File: src/rtl/sp_irq_pkg.sv
package sp_irq_pkg;

  typedef enum logic [1:0] {
    MODE_WORD    = 2'b00,
    MODE_BLOCK   = 2'b01,
    MODE_FRAME   = 2'b10,
    MODE_SYNCERR = 2'b11
  } irqMode_e;

  localparam int NUM_CAUSES = 4;

  typedef struct packed {
    logic fireIrq;
    logic fireDma;
    logic fireAbort;
    logic setSync;
    logic clrSync;
    logic setFull;
    logic clrFull;
  } ctrlStrobes_t;

endpackage

File: src/rtl/sp_irq_ctrl.sv
module sp_irq_ctrl
  import sp_irq_pkg::*;
#(
  parameter int BLOCK_WORDS = 16
) (
  input  logic         clk,
  input  logic         rstN,
  input  logic [1:0]   modeSel,
  input  logic         wordDone,
  input  logic         frameSync,
  input  logic         syncErr,
  input  logic         overwrite,
  input  logic         dataRead,
  input  logic         clrSyncErr,
  input  logic         clrFull,
  output ctrlStrobes_t strobes
);

  localparam int CNT_W = (BLOCK_WORDS > 1) ? $clog2(BLOCK_WORDS) : 1;

  logic blockEvt;
  logic [NUM_CAUSES-1:0] causeVec;

  generate
    if (BLOCK_WORDS > 1) begin : g_counted
      localparam logic [CNT_W-1:0] LAST = CNT_W'(BLOCK_WORDS - 1);
      logic [CNT_W-1:0] wordCnt;

      assign blockEvt = wordDone && !frameSync && (wordCnt == LAST);

      always_ff @(posedge clk or negedge rstN) begin
        if (!rstN) begin
          wordCnt <= '0;
        end else if (frameSync) begin
          wordCnt <= wordDone ? CNT_W'(1) : '0;
        end else if (wordDone) begin
          wordCnt <= (wordCnt == LAST) ? '0 : wordCnt + 1'b1;
        end
      end
    end else begin : g_single
      assign blockEvt = wordDone;
    end
  endgenerate

  // order follows the mode encoding: index = modeSel
  assign causeVec = {syncErr, frameSync, blockEvt, wordDone};

  always_comb begin
    strobes           = '0;
    strobes.fireIrq   = causeVec[modeSel];
    strobes.fireDma   = wordDone;
    strobes.fireAbort = syncErr;
    strobes.setSync   = syncErr;
    strobes.clrSync   = clrSyncErr;
    strobes.setFull   = overwrite;
    strobes.clrFull   = clrFull || dataRead;
  end

endmodule

File: src/rtl/sp_irq_dp.sv
module sp_irq_dp
  import sp_irq_pkg::*;
(
  input  logic         clk,
  input  logic         rstN,
  input  ctrlStrobes_t strobes,
  output logic         cpuIrq,
  output logic         dmaReq,
  output logic         abortRestart,
  output logic         syncErrFlag,
  output logic         fullFlag
);

  always_ff @(posedge clk or negedge rstN) begin
    if (!rstN) begin
      cpuIrq       <= 1'b0;
      dmaReq       <= 1'b0;
      abortRestart <= 1'b0;
    end else begin
      cpuIrq       <= strobes.fireIrq;
      dmaReq       <= strobes.fireDma;
      abortRestart <= strobes.fireAbort;
    end
  end

  // sticky flags: a set in the same cycle as a clear wins
  always_ff @(posedge clk or negedge rstN) begin
    if (!rstN) begin
      syncErrFlag <= 1'b0;
      fullFlag    <= 1'b0;
    end else begin
      if (strobes.setSync)      syncErrFlag <= 1'b1;
      else if (strobes.clrSync) syncErrFlag <= 1'b0;
      if (strobes.setFull)      fullFlag <= 1'b1;
      else if (strobes.clrFull) fullFlag <= 1'b0;
    end
  end

endmodule

File: src/rtl/sp_irq_select.sv
module sp_irq_select
  import sp_irq_pkg::*;
#(
  parameter int BLOCK_WORDS = 16
) (
  input  logic       clk,
  input  logic       rstN,
  input  logic [1:0] modeSel,
  input  logic       wordDone,
  input  logic       frameSync,
  input  logic       syncErr,
  input  logic       overwrite,
  input  logic       dataRead,
  input  logic       clrSyncErr,
  input  logic       clrFull,
  output logic       cpuIrq,
  output logic       dmaReq,
  output logic       abortRestart,
  output logic       syncErrFlag,
  output logic       fullFlag
);

  ctrlStrobes_t strobes;

  sp_irq_ctrl #(.BLOCK_WORDS(BLOCK_WORDS)) u_ctrl (
    .clk        (clk),
    .rstN       (rstN),
    .modeSel    (modeSel),
    .wordDone   (wordDone),
    .frameSync  (frameSync),
    .syncErr    (syncErr),
    .overwrite  (overwrite),
    .dataRead   (dataRead),
    .clrSyncErr (clrSyncErr),
    .clrFull    (clrFull),
    .strobes    (strobes)
  );

  sp_irq_dp u_dp (
    .clk          (clk),
    .rstN         (rstN),
    .strobes      (strobes),
    .cpuIrq       (cpuIrq),
    .dmaReq       (dmaReq),
    .abortRestart (abortRestart),
    .syncErrFlag  (syncErrFlag),
    .fullFlag     (fullFlag)
  );

endmodule

File: config.mk
export PLATFORM = sky130hd
export DESIGN_NAME = sp_irq_select
export DESIGN_NICKNAME = d
export VERILOG_FILES = /design/src/rtl/sp_irq_pkg.sv /design/src/rtl/sp_irq_ctrl.sv /design/src/rtl/sp_irq_dp.sv /design/src/rtl/sp_irq_select.sv
export SDC_FILE = /design/constraint.sdc
export NUM_CORES = 1
export LEC_CHECK = 0
export BUFFER_PORTS_ARGS = -buffer_cell sky130_fd_sc_hd__buf_2
export CELL_PAD_IN_SITES_DETAIL_PLACEMENT = 0
export CELL_PAD_IN_SITES_GLOBAL_PLACEMENT = 1
export CORE_AREA = 2 2 39 41
export CTS_BUF_LIST = sky130_fd_sc_hd__clkbuf_4 sky130_fd_sc_hd__clkbuf_8 sky130_fd_sc_hd__clkbuf_16
export CTS_CLUSTER_SIZE = 40
export DETAILED_ROUTE_END_ITERATION = 6
export DIE_AREA = 0 0 41 43
export PLACE_DENSITY = 0.75
export SYNTH_ARGS = -nofsm -noshare
export SYNTH_HDL_FRONTEND = slang
export SYNTH_SLANG_ARGS = --single-unit
File: constraint.sdc
create_clock -name clk -period 3.5 [get_ports clk]
set_clock_uncertainty 0.1 [all_clocks]
set_input_delay 0.175 -clock clk [delete_from_list [all_inputs] [get_ports clk]]
set_output_delay 0.175 -clock clk [all_outputs]
set_load 0.01 [all_outputs]
==> results.md <==
GRT:
- Summed over all layers, the global routing overflow is 0.
- Entering global routing, the biggest net connects 11 pins.
- The global-route wire length before repair is roughly 1.2 mm.
- The initial antenna violation count is 0.
- The global-route usage over all layers is 10.9%.
- The number of global-route vias before repair is between 300 and 400.

Die:
- The initial cell density of the core is 29.9%.
- Row generation in the floorplan step produced 14 rows.
- The total area inside the core boundary comes to 1380 um^2.
- The die boundary width is 41 um.
- The floorplan die area is about 1800 um^2.
- The vertical extent of the die is approximately 43 um.
- 16 I/O pins were placed.

Yosys:
- The synthesized instance count is 34.
- The largest family of logic cells by synthesized area is compound AO/OA/AOI/OAI gates.
- For this run, the number of Yosys warnings is 0.
- Summing the areas of all and, or, nand and nor instances in the mapped netlist gives roughly 16% of the synthesized area.
- In this run, distinct cell masters in the synthesized netlist total 20.
- The synthesized netlist occupies a cell area of 414 um^2.
- After synthesis the netlist holds a flip-flop and latch count of 9.
- The post-synthesis adder-cell area fraction is about 3.0%.
- The post-synthesis area per instance is 12.2 um^2.
- Sequential elements use 54.4% of the synthesized area.
- When the netlist entered floorplanning its net count stood at 46.
- The synthesized-area fraction occupied by xor and xnor cells is 0%.
- The synthesized netlist devotes 18.1% of its cell area to compound gates.
- After synthesis, the share of cell area in mux cells is under 10%.

Timing:
- The final number of hold-violating endpoints was 0.
- The relative slew slack is around 85%.
- The setup TNS is 0 ns.
- For the finished layout, the period the worst path requires is about 1.2 ns.
- The maximum achievable frequency is 828 MHz.
- Setup repair after global routing left no endpoint under its margin.
- The number of pins with negative max-slew slack in the final report is 0.
- The number of endpoints failing setup at the final stage is 0.
- The final critical-path share of the clock period is about a third.
- For the pin with the worst max-slew slack, the measured transition is ~0.23 ns.

Detailed routing:
- The first-iteration detailed-routing DRC count is 3.
- The DRC violations left is 0.
- The antenna violation net count after detailed routing is 0.
- Dividing the detail-routed via count by the number of cells gives between 4 and 5.
- The total routed wirelength is approximately 720 um.
- The detail-routed net length per standard cell is between 10 and 15 um.
- Before antenna repair, the detailed router went through 2 iterations.
- The total number of vias is 324.

Worst setup path:
- For this run, the slowest stage of the critical path takes a little over 0.4 ns.
- For this design, the slowest cell found on the critical path is dfrtp_1.
- Walking the worst path, the cells encountered are ha_1 > a21o_1 > a211oi_1.
- STA classifies the critical path endpoint as a register.
- The setup path with the least slack is of type register to register.
- In this run the worst path has a maximum fanout of 5.
- The buffers plus inverters on the worst setup path is 0.
- STA puts the critical path data arrival time at ~1.3 ns.
- In this run the critical register-to-register path is launched from u_ctrl.g_counted.wordCnt[0].
- Tracing the worst setup path back leads to its startpoint at u_ctrl.g_counted.wordCnt[0].
- The cell family with the largest share of critical-path delay is flip-flops.
- STA classifies the critical path startpoint as a register.
- Data on the critical path is required at its endpoint by ~3.6 ns.

Power and ir drop:
- After layout, the design draws a total of 235 uW.
- In this run, flip-flops and latches consume about 50% of the power.
- Power spread over the standard cell area amounts to 421 nW/um^2.
- Of the total power, the clock network draws a little over a third.
- The net switching share of the total power is a little under a quarter.
- In this run the power spent charging and discharging nets is roughly 54 uW.
- Combinational cells account for between 10 and 15% of the total power.
- The leakage power is around 0.00029 uW.
- The internal power summed over all cells is 181 uW.
- The largest voltage drop on the vdd net is between 0.15 and 0.2 mV.

CTS:
- After clock tree synthesis, the setup repair step added 0 buffers.
- For this design, the sink count on the clock tree is 9.
- After clock tree synthesis, the clock-pin slew on the worst setup and hold paths is around 0.060 ns.
- The library cell used as clock root buffer is clkbuf_4.
- Counting along the longest clock path gives a buffer depth of 2.
- The CTS tree is built.
- Clock tree synthesis inserted a total of 3 buffers.
- CTS built an H-tree with a depth of 1.
- The number of gates resized after CTS is 0.
- The clock reaches the later pin of the worst-skew pair after 0.25 ns.

Place:
- The half-perimeter wire length of the detailed placement result is 520 um.
- At the end of routability-driven placement, the weighted congestion stood at about 0.73.
- The cell count after placement is 64.
- The number of I/O port buffers is 15.

Final layout:
- The final-stage net count is 68.
- Cells with a size suffix above 1 make up between 30% and 40% of the layout.
- The final non-filler cell total is 71.
- The leading cell type in the layout, fill and taps excluded is buf_2.
- 0 antenna diodes ended up in the layout.
- Compared with the post-synthesis result, the final layout area differs by 34.7%.
- In the layout the commonest cells are 15 x buf_2, 9 x dfrtp_1, 4 x clkbuf_4.

Run:
- The max-capacitance violation count is 0.

Min path:
- In this run the most critical hold path is launched from wordDone.
- The worst hold path belongs to the class input port to register.

Outcome:
- The flow ran to the end, and the final reports show no timing, DRC or antenna violations.
[cells by family (layout without fill, tap and decap cells)]
group | after synthesis | count (layout)
AO/OA/AOI/OAI | 9 | 9
adder cells (fa/ha/maj) | 1 | 1
buffers and inverters | 2 | 23
flip-flops | 9 | 9
multiplexers | 2 | 2
AND/OR/NAND/NOR | 11 | 11
[area by class of cell]
class / count / area (um^2)
Sequential cell: 9 / 225
Inverter: 1 / 3.75
Clock buffer: 4 / 30.0
Fill cell: 137 / 826
Tap cell: 16 / 20.0
Multi-Input combinational cell: 23 / 174
Timing Repair Buffer: 18 / 105
[synth_stat cells]
master,n,share of area (%)
a211oi_1,1,1.8
ha_1,1,3.0
nand4b_1,1,2.1
mux2i_1,2,4.8
dfrtp_1,9,54
a41oi_1,1,2.1
buf_6,1,2.7
and3_1,2,3.0
nand2_1,1,0.91
or2b_1,1,1.8
nand3b_1,1,1.8
or3b_1,1,2.1
inv_1,1,0.91
a21oi_1,1,1.2
nor2b_1,1,1.5
nor2_1,3,2.7
a221oi_1,1,2.1
a21bo_2,1,2.4
a21o_1,3,5.4
o211ai_2,1,3.0
[sequential cells by signal (all words and copies together), names as in the netlist]
signal,flops
u_dp.dmaReq,1
u_ctrl.g_counted.wordCnt,4
u_dp.cpuIrq,1
u_dp.abortRestart,1
u_dp.fullFlag,1
u_dp.syncErrFlag,1
[layer usage]
| layer | track usage, % | vias up | part of all wire [%] |
|---|---|---|---|
| met4 | 2.00 | 0 | 0 |
| met1 | 14.1 | 142 | 50 |
| met5 | 0 | - | 0 |
| li1 | - | 170 | - |
| met2 | 13.8 | 12 | 39 |
| met3 | 9.42 | 0 | 10 |
[stage by stage]
step | worst slack, ns | instance area [um^2] | hold WS (ns) | utilization [%]
after global placement | 2.31 | 498 | -0.0616 | 36.0
after global routing | 2.20 | 558 | 0.0190 | 40.3
after detailed placement | 2.30 | 498 | -0.0605 | 36.0
after CTS | 2.28 | 558 | 0.0235 | 40.3
final | 2.29 | 558 | 0.0341 | 40.3
after floorplan | 2.36 | 414 | -0.221 | -
[timing repair]
action / in CTS / in global routing
hold buffers: 3 / 0
endpoints found under the hold margin: 11 / 0
endpoints found under the setup margin: 0 / 0
[power groups by stage]
stage	sequential [uW]	clock, uW	combinational (uW)
after global routing	117	97.2	40.0
after CTS	116	89.2	35.1
after floorplan	119	0	16.6
after global placement	118	0	32.6
after detailed placement	118	0	32.4
final	116	84.1	34.5
[worst register-to-register path, stage by stage (launching register included)]
cell and delay (ns):
dfrtp_1 0.41, ha_1 0.26, a21o_1 0.17, a211oi_1 0.18
[path summary, 6_finish.rpt]
kind | slack (ns) | depth (start not counted) | end
worst max register to register | 2.29 | 3 | u_ctrl.g_counted.wordCnt[3]
max in group asynchronous | 2.91 | 2 | u_dp.fullFlag
worst max-delay path | 2.29 | 3 | u_ctrl.g_counted.wordCnt[3]
worst min register to register | 0.37 | 1 | u_dp.fullFlag
min in group asynchronous | 0.20 | 2 | u_ctrl.g_counted.wordCnt[3]
worst min-delay path | 0.03 | 1 | u_dp.dmaReq
Power figures use the tool's default switching activity.
